File: src/rtl/spi_wr_pkg.sv
`timescale 1ns/1ps
package spi_wr_pkg;
  // instruction word layout: write flag, two length bits, address field
  localparam int AFIELD_W = 13;
  localparam int INST_W   = 3 + AFIELD_W;

  typedef enum logic [1:0] {
    ST_IDLE  = 2'd0,
    ST_LEAD  = 2'd1,
    ST_SHIFT = 2'd2,
    ST_TRAIL = 2'd3
  } spi_st_e;
endpackage

File: src/rtl/spi_wr_clkgen.sv
`timescale 1ns/1ps
module spi_wr_clkgen #(
  parameter int DIV = 4
) (
  input  logic clk,
  input  logic rst_n,
  input  logic run,
  input  logic gate,
  output logic ph_last,
  output logic sclk
);
  localparam int PH_W = $clog2(DIV);
  localparam int HALF = DIV / 2;

  logic [PH_W-1:0] ph;

  assign ph_last = (ph == PH_W'(DIV - 1));
  // low half first, high half second; falling edge coincides with period wrap
  assign sclk    = gate && (ph >= PH_W'(HALF));

  always_ff @(posedge clk) begin
    if (!rst_n)             ph <= '0;
    else if (!run || ph_last) ph <= '0;
    else                    ph <= ph + 1'b1;
  end
endmodule

File: src/rtl/spi_wr_shifter.sv
`timescale 1ns/1ps
module spi_wr_shifter #(
  parameter int W = 32
) (
  input  logic         clk,
  input  logic         rst_n,
  input  logic         load,
  input  logic [W-1:0] load_val,
  input  logic         adv,
  output logic         mosi,
  output logic         last
);
  localparam int CNT_W = $clog2(W);

  logic [W-1:0]     sr;
  logic [CNT_W-1:0] cnt;

  assign mosi = sr[W-1];
  assign last = (cnt == CNT_W'(W - 1));

  always_ff @(posedge clk) begin
    if (!rst_n) begin
      sr  <= '0;
      cnt <= '0;
    end else if (load) begin
      sr  <= load_val;
      cnt <= '0;
    end else if (adv) begin
      sr  <= {sr[W-2:0], 1'b0};
      cnt <= cnt + 1'b1;
    end
  end

  // a new frame is never loaded over a shift in progress
  p_adv_noload_r3: assert property (@(posedge clk) disable iff (!rst_n)
    !(load && adv));
endmodule

File: src/rtl/spi_wr_csdec.sv
`timescale 1ns/1ps
module spi_wr_csdec #(
  parameter int NUM_DEV = 2,
  parameter int SEL_W   = 8
) (
  input  logic [SEL_W-1:0]   sel,
  input  logic               en,
  output logic [NUM_DEV-1:0] cs_n
);
  for (genvar i = 0; i < NUM_DEV; i++) begin : g_cs
    assign cs_n[i] = ~(en && (sel == SEL_W'(i)));
  end
endmodule

File: src/rtl/adc_cfg_spi_wr.sv
`timescale 1ns/1ps
module adc_cfg_spi_wr
  import spi_wr_pkg::*;
#(
  parameter int NUM_DEV = 2,
  parameter int SEL_W   = 8,
  parameter int ADDR_W  = 8,
  parameter int DATA_W  = 16,
  parameter int DIV     = 4
) (
  input  logic               clk,
  input  logic               rst_n,
  input  logic               wr_stb,
  input  logic [SEL_W-1:0]   dev_sel,
  input  logic [ADDR_W-1:0]  reg_addr,
  input  logic [DATA_W-1:0]  wr_data,
  output logic               idle,
  output logic               sclk,
  output logic               mosi,
  output logic [NUM_DEV-1:0] cs_n
);
  localparam int FRAME_W = INST_W + DATA_W;

  // frame = {write flag 0, length 00, zero-extended address, data}
  function automatic logic [FRAME_W-1:0] make_frame(
    input logic [ADDR_W-1:0] a,
    input logic [DATA_W-1:0] d
  );
    logic [AFIELD_W-1:0] af;
    af = AFIELD_W'(a);
    return {1'b0, 2'b00, af, d};
  endfunction

  spi_st_e          state, state_nxt;
  logic [SEL_W-1:0] dev_q;
  logic             start;
  logic             ph_last;
  logic             bit_last;
  logic             shift_adv;
  logic             in_shift;
  logic             busy;

  assign busy      = (state != ST_IDLE);
  assign idle      = !busy;
  assign start     = idle && wr_stb;
  assign in_shift  = (state == ST_SHIFT);
  assign shift_adv = in_shift && ph_last;

  always_comb begin
    state_nxt = state;
    unique case (state)
      ST_IDLE:  if (wr_stb)              state_nxt = ST_LEAD;
      ST_LEAD:  if (ph_last)             state_nxt = ST_SHIFT;
      ST_SHIFT: if (ph_last && bit_last) state_nxt = ST_TRAIL;
      ST_TRAIL: if (ph_last)             state_nxt = ST_IDLE;
      default:                           state_nxt = ST_IDLE;
    endcase
  end

  always_ff @(posedge clk) begin
    if (!rst_n) begin
      state <= ST_IDLE;
      dev_q <= '0;
    end else begin
      state <= state_nxt;
      if (start) dev_q <= dev_sel;
    end
  end

  spi_wr_clkgen #(.DIV(DIV)) u_clk (
    .clk     (clk),
    .rst_n   (rst_n),
    .run     (busy),
    .gate    (in_shift),
    .ph_last (ph_last),
    .sclk    (sclk)
  );

  spi_wr_shifter #(.W(FRAME_W)) u_shift (
    .clk      (clk),
    .rst_n    (rst_n),
    .load     (start),
    .load_val (make_frame(reg_addr, wr_data)),
    .adv      (shift_adv),
    .mosi     (mosi),
    .last     (bit_last)
  );

  spi_wr_csdec #(.NUM_DEV(NUM_DEV), .SEL_W(SEL_W)) u_cs (
    .sel  (dev_q),
    .en   (busy),
    .cs_n (cs_n)
  );

  // no chip select is low while the engine reports idle
  p_idle_cs_r2: assert property (@(posedge clk) disable iff (!rst_n)
    idle |-> (&cs_n));

  // serial clock rests low between frames
  p_sclk_idle_r4: assert property (@(posedge clk) disable iff (!rst_n)
    idle |-> !sclk);

  // data holds while the serial clock is high
  p_mosi_stable_r5: assert property (@(posedge clk) disable iff (!rst_n)
    (sclk && $past(sclk)) |-> $stable(mosi));

  // never more than one device selected
  p_cs_onehot_r7: assert property (@(posedge clk) disable iff (!rst_n)
    $onehot0(~cs_n));

  // out-of-range select drives no chip select
  p_bad_sel_r8: assert property (@(posedge clk) disable iff (!rst_n)
    (dev_q >= SEL_W'(NUM_DEV)) |-> (&cs_n));

  // a strobe during a frame leaves the latched target untouched
  p_busy_hold_r9: assert property (@(posedge clk) disable iff (!rst_n)
    (busy && wr_stb) |=> $stable(dev_q));
endmodule

File: config.mk
export PLATFORM = sky130hd
export DESIGN_NAME = adc_cfg_spi_wr
export DESIGN_NICKNAME = d
export VERILOG_FILES = /design/src/rtl/spi_wr_pkg.sv /design/src/rtl/spi_wr_clkgen.sv /design/src/rtl/spi_wr_shifter.sv /design/src/rtl/spi_wr_csdec.sv /design/src/rtl/adc_cfg_spi_wr.sv
export SDC_FILE = /design/constraint.sdc
export NUM_CORES = 1
export LEC_CHECK = 0
export ABC_AREA = 1
export CAP_MARGIN = 15
export CORE_ASPECT_RATIO = 1.5
export CORE_MARGIN = 2
export CORE_UTILIZATION = 56
export CTS_CLUSTER_DIAMETER = 40
export DETAILED_ROUTE_END_ITERATION = 6
export PLACE_DENSITY = 0.84
export SETUP_SLACK_MARGIN = 0.4
export SYNTH_ARGS = -nofsm -noshare
export SYNTH_HDL_FRONTEND = slang
export SYNTH_SLANG_ARGS = --single-unit
File: constraint.sdc
create_clock -name clk -period 3.3 [get_ports clk]
set_input_delay 0.66 -clock clk [delete_from_list [all_inputs] [get_ports clk]]
set_output_delay 0.66 -clock clk [all_outputs]
set_load 0.005 [all_outputs]
**Yosys cells after proc, flatten, opt, wreduce, memory -nomap -nowiden**

Cells that the tools add are included.

- Bits in registers: 49
- Bits of input ports: 35

- Add/subtract/negate cells: 2
- Order comparisons: 1
- Equal/unequal tests: 10
- Multiplexer cells: 7
- Bitwise operators: 3
- Reduce and logical (&&, ||, !) cells: 15

Operators by type and width:

| cell | number |
|---|---|
| 2-to-1 mux 24 bit | 2 |
| equality test 8 x 1 -> 1 bit (second input constant) | 1 |
| zero test 8 bit | 1 |
| 2-to-1 mux 2 bit | 4 |
| one-hot mux 2 bit (4 select lines) | 1 |
| equality test 2 bit (second input constant) | 3 |
| logical AND 1 bit | 6 |
| inequality test 2 bit (second input constant) | 3 |
| adder 5 x 1 -> 5 bit (second input constant) | 1 |
| equality test 5 bit (second input constant) | 1 |
| AND reduction 4 bit | 1 |
| nonzero test 2 bit | 2 |
| OR reduction 2 bit | 2 |
| NOT 1 bit | 3 |
| adder 2 x 1 -> 2 bit (second input constant) | 1 |
| equality test 2 x 1 -> 1 bit (second input constant) | 1 |
| >= comparator 2 bit (second input constant) | 1 |
| zero test 2 bit | 1 |
| inequality test 2 x 1 -> 1 bit (second input constant) | 1 |
| zero test 1 bit | 1 |
| logical OR 1 bit | 1 |

**Logic depth before layout (Yosys ltp)**

Gate-level depths: netlist of the first run.

- Depth in word-level cells: 4
- Gate-level depth with buffers: 10

**Hierarchy**

From an unflattened synthesis of the first run, not the netlist that was laid out.

- Cell total of the unflattened synthesis: 361
- Area, all modules: 2431.1 µm²

Modules (own cells, without submodules):

| module | times used | cells an instance | area an instance (µm²) | seq. area each (µm²) |
|---|---|---|---|---|
| spi_wr_shifter | 1 | 273 | 1815.5 | 740.7 |
| adc_cfg_spi_wr | 1 | 69 | 480.5 | 200.2 |
| spi_wr_clkgen | 1 | 9 | 90.1 | 40.0 |
| spi_wr_csdec | 1 | 10 | 45.0 | 0.0 |

**Least setup slack after synthesis of the first run**

No wires, ideal clock.

- Path kind: reg-to-output
- From: reg state[0]
- To: out cs_n[0]
- Data arrival time: 1.039 ns
- Data required time: 2.640 ns
- Slack: 1.601 ns
- Stages on the path, launching flop included: 7
- Buffers on the path: 0
- Cell sequence: dfxtp_1 inv_1 ha_1 nor2_1 nand2_1 nor2_1 nand2_1

- Word-level cells in the longest chain between the ends: 3

RTL lines:

| what | line | text |
|---|---|---|
| start: declaration | adc_cfg_spi_wr.sv:34 | `spi_st_e state, state_nxt;` |
| start signal: assignment | adc_cfg_spi_wr.sv:65 | `state <= state_nxt;` |
| nonzero test 2 bit | adc_cfg_spi_wr.sv:43 | `assign busy = (state != ST_IDLE);` |
| logical AND 1 bit | spi_wr_csdec.sv:11 | `assign cs_n[i] = ~(en && (sel == SEL_W'(i)));` |
| NOT 1 bit | spi_wr_csdec.sv:11 |  |
| end: declaration | adc_cfg_spi_wr.sv:20 | `output logic [NUM_DEV-1:0] cs_n` |

No other way between the ends.

**Worst setup path after layout of the first run**

Ends and elaborated chain as after synthesis.

==> impl_metrics.ini, run 1 <==
[global_routing]
grt_pass1_wl_mm = 7.09
grt_pass1_vias = 1777
antenna_found_initial = 0
groute.usage.overall_pct = 19.7
grt_overflow = 0
grt_max_degree = 45

[clocking]
cts.sinks = 49
cts-resized-gates = 0
htreeDepth = 2
cts_buffers = 5
cts_tree = built
clock_latency_ns = 0.30
path_clk_slew_ns = 0.08
ctsHoldBuffers = 0
post_cts_buffers = 0
clock-root-buffer = clkbuf_8
cts_buffer_depth = 2

[cells_and_area]
final_cell_mix = nand2_1, nor2_1, dfxtp_1
final_common_cell = nand2_1
antenna_cells = 0
area_growth_pct = 21.9
fill_cells = 336
fin_nets = 388
drive_above_1_share_pct = 4.05

[logic_synthesis]
syn_area_um2 = 2210
yosys_warnings = 0
synthCells = 313
synth_cell_types = 24
postSynthAreaPerCell_um2 = 7.05
seq_area_frac_synth_pct = 44.4
ys_seq_elements = 49
synthesis.nets = 356

[timing]
min_period_ns = 2.57
fmax_ghz = 0.389
slew_headroom_pct = 53.0
rsz0062_at_grt = no
tightest_slew_ns = 0.703
maxSlewViolCount = 0
setup_viol = 0
timing.final.crit_share_pct = 77.9
layout_setup_ws_ns = 0.731
fin_skew_ns = 0.00433
hold_viol = 0
tns_ns = 0

[power_and_ir_drop]
total_power_mw = 1.68
ir_drop_mv = 0.470
powerDensity_nw_per_um2 = 623
leakage_nw = 1.08

[worst_setup_path]
critical_path.top_delay_family = buffers and inverters
critPathSlowestCell = clkdlybuf4s50_1
path_class = reg2out
critical-path-max-stage-delay_ns = 0.45
cp_max_fo = 6
worstPathCellList = inv_1, ha_1, nor2_1, nand2_1, nor2_1, nand2_1, clkdlybuf4s50_1
worst_setup_path_end_kind = output port
critPathBufInv = 2
cp-start-kind = flop
crit_required_ns = 2.64
worstPathArrival_ns = 1.91

[floorplan]
fp.coreArea_um2 = 3850
die_h_um = 80.9
row_count = 28
dieArea_um2 = 4470
die_x_um = 55.3
ios = 40
initial_core_util_pct = 57.3

[place]
hpwl_mm = 2.89
port_buffers = 39
gp_congestion = 0.742
pre_cts_ws_ns = 1.01

[detailed_routing]
wl_per_cell_um = 10.6
vias = 1954
routed_via_density = 5.00
final_antenna_net_count = 0
drc = 0
drtPass1Iterations = 6
first_iter_violations = 43
wl_mm = 4.16

[worst_hold_path]
hold_class = reg2reg

[flow_run]
max_cap_violations = 0

[run_status]
run_status = finished clean
## cells in the mapped netlist
library cell / n / area [um2]
a21oi_1: 30 / 150
buf_1: 1 / 3.75
buf_2: 6 / 30.0
buf_4: 4 / 30.0
buf_6: 1 / 11.3
clkbuf_1: 2 / 7.51
clkbuf_2: 1 / 5.00
clkinv_1: 1 / 3.75
dfxtp_1: 49 / 981
ha_1: 8 / 100
inv_1: 26 / 97.6
inv_2: 2 / 7.51
nand2_1: 71 / 267
nand2_2: 1 / 6.26
nand2_4: 2 / 22.5
nand3_1: 2 / 10.0
nand4_1: 1 / 6.26
nor2_1: 56 / 210
nor3_1: 23 / 115
o211ai_1: 2 / 15.0
o21a_1: 1 / 7.51
o21ai_0: 21 / 105
or2_2: 1 / 6.26
xor2_1: 1 / 8.76
## report_power, final
group / internal [mW] / leakage (nW) / switching (mW) / total (mW)
Sequential: 0.705 / 0.401 / 0.0585 / 0.763
Combinational: 0.195 / 0.620 / 0.280 / 0.475
Clock: 0.247 / 0.0585 / 0.192 / 0.439
## final timing paths
| kind | from | endpoint | slack, ns | depth (start not counted) |
|---|---|---|---|---|
| worst max-delay path | state[0] | cs_n[0] | 0.73 | 7 |
| worst min-delay path | u_clk.ph[0] | u_clk.ph[0] | 0.45 | 1 |
| worst max register to register | state[0] | u_shift.sr[15] | 1.28 | 7 |
| worst min register to register | u_clk.ph[0] | u_clk.ph[0] | 0.45 | 1 |
## logic make-up after synthesis
kind of cell	synth area share [%]
compound gates	12.6
simple gates	29.1
buf+inv	8.90
flops	44.4
xor+xnor	0.397
fa+ha+maj	4.54
## metrics by stage
step           hold WS (ns)  utilization, %  instance area (um2)  instances
2_1_floorplan         0.417               -                 2210        313
3_3_place_gp          0.429            66.8                 2570        383
3_5_place_dp          0.443            66.8                 2570        383
4_1_cts               0.455            69.8                 2690        391
5_1_grt               0.483            69.8                 2690        391
6_report              0.450            69.8                 2690        391
## flip-flops by register name, summed over array words and instances, names as in the netlist
signal / flops
dev_q: 8
u_clk.ph: 2
u_shift.sr: 32
u_shift.cnt: 5
state: 2
## routing by layer
| metal | up-vias | GRT usage, % | wire length, um |
|---|---|---|---|
| li1 | 1047 | - | - |
| met1 | 870 | 20.8 | 1780 |
| met2 | 32 | 36.9 | 2190 |
| met3 | 5 | 4.46 | 124 |
| met4 | 0 | 9.27 | 66 |
| met5 | - | 0 | 0 |
## final cells by class
type / count / area (um2) / share of cell area, %
clock buffers: 7 / 86.3 / 3.21
repair buffers: 40 / 398 / 14.8
multi-input cells: 220 / 1030 / 38.3
inverters: 29 / 109 / 4.05
well taps: 45 / 56.3 / 2.09
clock inverters: 1 / 30.0 / 1.12
flip-flops and latches: 49 / 981 / 36.5
(Power assumes the default switching activity.)
==> run 2, diff against run 1 <==
--- a/config.mk
+++ b/config.mk
@@ -9,10 +9,10 @@
 export CAP_MARGIN = 15
 export CORE_ASPECT_RATIO = 1.5
 export CORE_MARGIN = 2
-export CORE_UTILIZATION = 56
+export CORE_UTILIZATION = 52
 export CTS_CLUSTER_DIAMETER = 40
 export DETAILED_ROUTE_END_ITERATION = 6
-export PLACE_DENSITY = 0.84
+export PLACE_DENSITY = 0.79
 export SETUP_SLACK_MARGIN = 0.4
 export SYNTH_ARGS = -nofsm -noshare
 export SYNTH_HDL_FRONTEND = slang
==> constraint.sdc (replaced) <==
create_clock -name clk -period 2.4 [get_ports clk]
set_input_delay 0.48 -clock clk [delete_from_list [all_inputs] [get_ports clk]]
set_output_delay 0.48 -clock clk [all_outputs]
set_load 0.005 [all_outputs]
==> impl_metrics.ini, run 2 (synthesis results as in run 1) <==
[detailed_routing]
drtPass1Iterations = 4
routed_via_density = 5.09
first_iter_violations = 65
wl_mm = 4.47
drc = 0
vias = 2019
final_antenna_net_count = 0
wl_per_cell_um = 11.3

[worst_setup_path]
regToRegSetupSlack_ns = 0.56
worst_setup_path_end_kind = output port
cp_max_fo = 2
r2r-start = state[1]
worstPathArrival_ns = 1.42
path_class = reg2out
rr_worst_depth = 8
crit_required_ns = 1.92
r2r_end = u_shift.sr[20]
cp-start-kind = flop

[cells_and_area]
post-route-util_pct = 66.2
largest_register_ffs = 32
fin_nets = 394
top_regs = u_shift.sr (32), dev_q (8), u_shift.cnt (5)
area_growth_pct = 24.1
final_cell_mix = nand2_1, nor2_1, dfxtp_1
final_common_cell = nand2_1
largest-register = u_shift.sr
drive_above_1_share_pct = 7.69
final_area_um2 = 2740
antenna_cells = 0

[worst_hold_path]
min_to = u_clk.ph[0]
hold_start = u_clk.ph[0]
whs_path_depth = 1
hold_class = reg2reg

[place]
hpwl_mm = 3.18
placed_area_um2 = 2590
gp_congestion = 0.776
port_buffers = 39
pre_cts_ws_ns = 0.370

[timing]
maxSlewViolCount = 0
fin_skew_ns = 0.00358
fmax_ghz = 0.526
timing.hold.ws_ns = 0.426
tightest_slew_ns = 0.431
rsz0062_at_grt = no
slew_headroom_pct = 71.2
hold_viol = 0
timing.final.crit_share_pct = 79.2
tns_ns = 0
min_period_ns = 1.90
setup_viol = 0
layout_setup_ws_ns = 0.500

[clocking]
ctsHoldBuffers = 0
cts.sinks = 49
path_clk_slew_ns = 0.08
cts_tree = built
cts_buffer_depth = 2
clock_latency_ns = 0.30
clock-root-buffer = clkbuf_8
htreeDepth = 2
cts_buffers = 5

[floorplan]
dieArea_um2 = 4790
fp.coreArea_um2 = 4140
ios = 40
die_x_um = 57.2
die_h_um = 83.8
initial_core_util_pct = 53.4
row_count = 29

[global_routing]
grt_pass1_wl_mm = 7.94
grt_pass1_vias = 1995
groute.usage.overall_pct = 20.5
grt_max_degree = 27
antenna_found_initial = 0
grt_overflow = 0

[power_and_ir_drop]
ir_drop_mv = 0.617
powerDensity_nw_per_um2 = 826
leakage_nw = 1.12

[run_status]
run_status = finished clean

[flow_run]
max_cap_violations = 0
-- run 2: area by class of cell --
| type | count | area (um2) |
|---|---|---|
| fill | 394 | 1400 |
| clock buffer | 7 | 86.3 |
| sequential | 49 | 985 |
| timing repair buffer | 46 | 445 |
| multi-input combinational | 220 | 1060 |
| tap | 46 | 57.6 |
| inverter | 29 | 109 |
-- run 2: worst max-delay path by stage --
stage | to | slack, ns | from | depth (start not counted)
6_report | cs_n[0] | 0.50 | state[0] | 7
5_1_grt | cs_n[0] | 0.41 | state[0] | 7
3_3_place_gp | cs_n[0] | 0.42 | state[0] | 7
3_5_place_dp | cs_n[1] | 0.37 | state[0] | 7
2_1_floorplan | cs_n[0] | 0.88 | state[0] | 6
4_1_cts | idle | 0.40 | state[1] | 4
-- run 2: what timing repair did --
action,4_1_cts,5_1_grt
resized for setup,9,5
pin swaps,3,0
buffers inserted,4,0
endpoints found under the setup margin,4,4
-- run 2: power breakdown --
part / switching, mW / total [mW] / internal [mW]
clock network: 0.249 / 0.478 / 0.229
logic: 0.423 / 0.733 / 0.310
registers: 0.0795 / 1.05 / 0.973
-- run 2: per-layer routing --
metal | share of wire, % | routed length (um) | vias to the layer above | global-route usage [%]
li1 | - | - | 1064 | -
met4 | 1.5 | 65 | 0 | 7.61
met1 | 42 | 1880 | 911 | 21.2
met3 | 3.3 | 147 | 6 | 4.65
met5 | 0 | 0 | - | 0
met2 | 53 | 2380 | 38 | 38.8
-- run 2: worst max-delay path: stages (launching register included) --
cell	delay [ns]
dfxtp_2	0.35
inv_2	0.06
ha_4	0.16
nor2_1	0.08
nand2_1	0.07
nor2_2	0.10
nand2_1	0.05
dlygate4sd2_1	0.25
-- run 2: through the flow --
| step | power [mW] | cells |
|---|---|---|
| after floorplan | 1.57 | 313 |
| after global placement | 1.72 | 386 |
| after detailed placement | 1.74 | 386 |
| after CTS | 2.27 | 397 |
| after global routing | 2.43 | 397 |
| final | 2.26 | 397 |
==> run 3, diff against run 2 <==
==> constraint.sdc (replaced) <==
create_clock -name clk -period 1.8 [get_ports clk]
set_input_delay 0.36 -clock clk [delete_from_list [all_inputs] [get_ports clk]]
set_output_delay 0.36 -clock clk [all_outputs]
set_load 0.005 [all_outputs]
==> impl_metrics.ini, run 3 (synthesis results as in run 1) <==
[worst_setup_path]
setup.worst_path.start = state[1]
r2r_end = u_shift.sr[3]
cp-endpoint = cs_n[1]
regToRegSetupSlack_ns = 0.12
rr_worst_depth = 10
cp-start-kind = flop
crit_required_ns = 1.44
worstPathArrival_ns = 1.39
worst_setup_path_end_kind = output port
r2r-start = state[1]
cp_max_fo = 2
path_class = reg2out

[detailed_routing]
first_iter_violations = 170
drc = 0
vias = 2592
drtPass1Iterations = 5
routed_via_density = 5.89
wl_per_cell_um = 18.1
wl_mm = 7.97
final_antenna_net_count = 0

[timing]
rsz0062_at_grt = yes
timing.final.crit_share_pct = 97.3
fin_skew_ns = 0.00601
hold_viol = 0
tns_ns = 0
maxSlewViolCount = 0
slew_headroom_pct = 71.8
fmax_ghz = 0.571
tightest_slew_ns = 0.422
min_period_ns = 1.75
setup_viol = 0

[power_and_ir_drop]
ir_drop_mv = 1.06
pwr-share-clk_pct = 14.7
swShare_pct = 38.1
p_int_mw = 2.64
combPwrFrac_pct = 51.0
powerDensity_nw_per_um2 = 1160
p_seq_share_pct = 34.3
p_switching_mw = 1.62
leakage_nw = 1.45

[run_status]
run_status = finished clean

[floorplan]
fp.coreArea_um2 = 4140
die_x_um = 57.2
die_h_um = 83.8
row_count = 29
dieArea_um2 = 4790
initial_core_util_pct = 53.4
ios = 40

[cells_and_area]
fill_cells = 185
top_regs = u_shift.sr (32), dev_q (8), u_shift.cnt (5)
largest-register = u_shift.sr
final_cells = 440
drive_above_1_share_pct = 37.6
area_growth_pct = 66.8
antenna_cells = 0
fin_nets = 436
largest_register_ffs = 32
final_area_um2 = 3680
final_common_cell = nand2_1
final_cell_mix = nand2_1, dfxtp_1, nor2_1

[clocking]
path_clk_slew_ns = 0.09
clock_latency_ns = 0.30
htreeDepth = 2
cts_tree = built
cts_buffers = 5
ctsHoldBuffers = 0
clock-root-buffer = clkbuf_8
cts.sinks = 49
cts_buffer_depth = 2

[global_routing]
grt_pass1_wl_mm = 9.73
grt_max_degree = 17
grt_pass1_vias = 2293
groute.usage.overall_pct = 25.2
antenna_found_initial = 0
grt_overflow = 0

[worst_hold_path]
whs_path_depth = 2
hold_class = reg2reg

[place]
port_buffers = 39
dp_cells = 395
hpwl_mm = 3.21
gp_congestion = 0.768
placed_area_um2 = 2660

[flow_run]
max_cap_violations = 0
run 3: area by class of cell:
class | count | area (um2) | share of cell area, %
repair buffers | 85 | 958 | 26.0
well taps | 46 | 57.6 | 1.56
multi-input cells | 221 | 1440 | 39.1
flip-flops and latches | 49 | 988 | 26.9
inverters | 29 | 140 | 3.81
clock buffers | 8 | 80.1 | 2.18
repair inverters | 2 | 17.5 | 0.476
run 3: critical path: stages, from the launching register on:
cell and delay (ns):
dfxtp_2 0.36, inv_2 0.06, ha_4 0.17, nor2_2 0.08, nand2_1 0.09, nor2_2 0.15, nand2_1 0.07, buf_2 0.12
run 3: worst min-delay path by stage:
stage / from / end
after detailed placement: u_clk.ph[0] / u_clk.ph[0]
after CTS: u_shift.sr[30] / u_shift.sr[31]
after global placement: u_clk.ph[0] / u_clk.ph[0]
final: u_shift.sr[27] / u_shift.sr[28]
after global routing: u_shift.sr[26] / u_shift.sr[27]
after floorplan: u_clk.ph[0] / u_clk.ph[0]
run 3: what timing repair did:
item | in CTS | in global routing
cloned | 6 | 2
pin swaps | 22 | 27
setup buffers | 16 | 13
endpoints found under the setup margin | 50 | 51
resized for setup | 100 | 83
run 3: routing by layer:
metal  global-route usage (%)  routed length [um]  part of all wire (%)
met5                        0                   0                     0
met3                     5.27                 499                   6.3
met1                     26.4                2780                    35
met4                     9.51                 309                   3.9
met2                     47.2                4370                    55
run 3: per-stage QoR:
| step | setup WS, ns | hold slack [ns] | power, mW | utilization (%) |
|---|---|---|---|---|
| after floorplan | 0.401 | 0.417 | 2.09 | - |
| after global routing | 0.0156 | 0.485 | 4.44 | 89.0 |
| after CTS | 0.162 | 0.457 | 3.54 | 78.1 |
| after global placement | 0.0984 | 0.429 | 2.37 | 64.2 |
| after detailed placement | 0.0834 | 0.447 | 2.40 | 64.2 |
| final | 0.0482 | 0.476 | 4.26 | 89.0 |
run 3: power groups by stage:
stage	clock network [mW]	logic, mW	registers, mW
2_1_floorplan	0	0.688	1.40
3_3_place_gp	0	0.964	1.41
3_5_place_dp	0	0.981	1.42
4_1_cts	0.625	1.51	1.41
5_1_grt	0.680	2.29	1.47
6_report	0.628	2.17	1.46
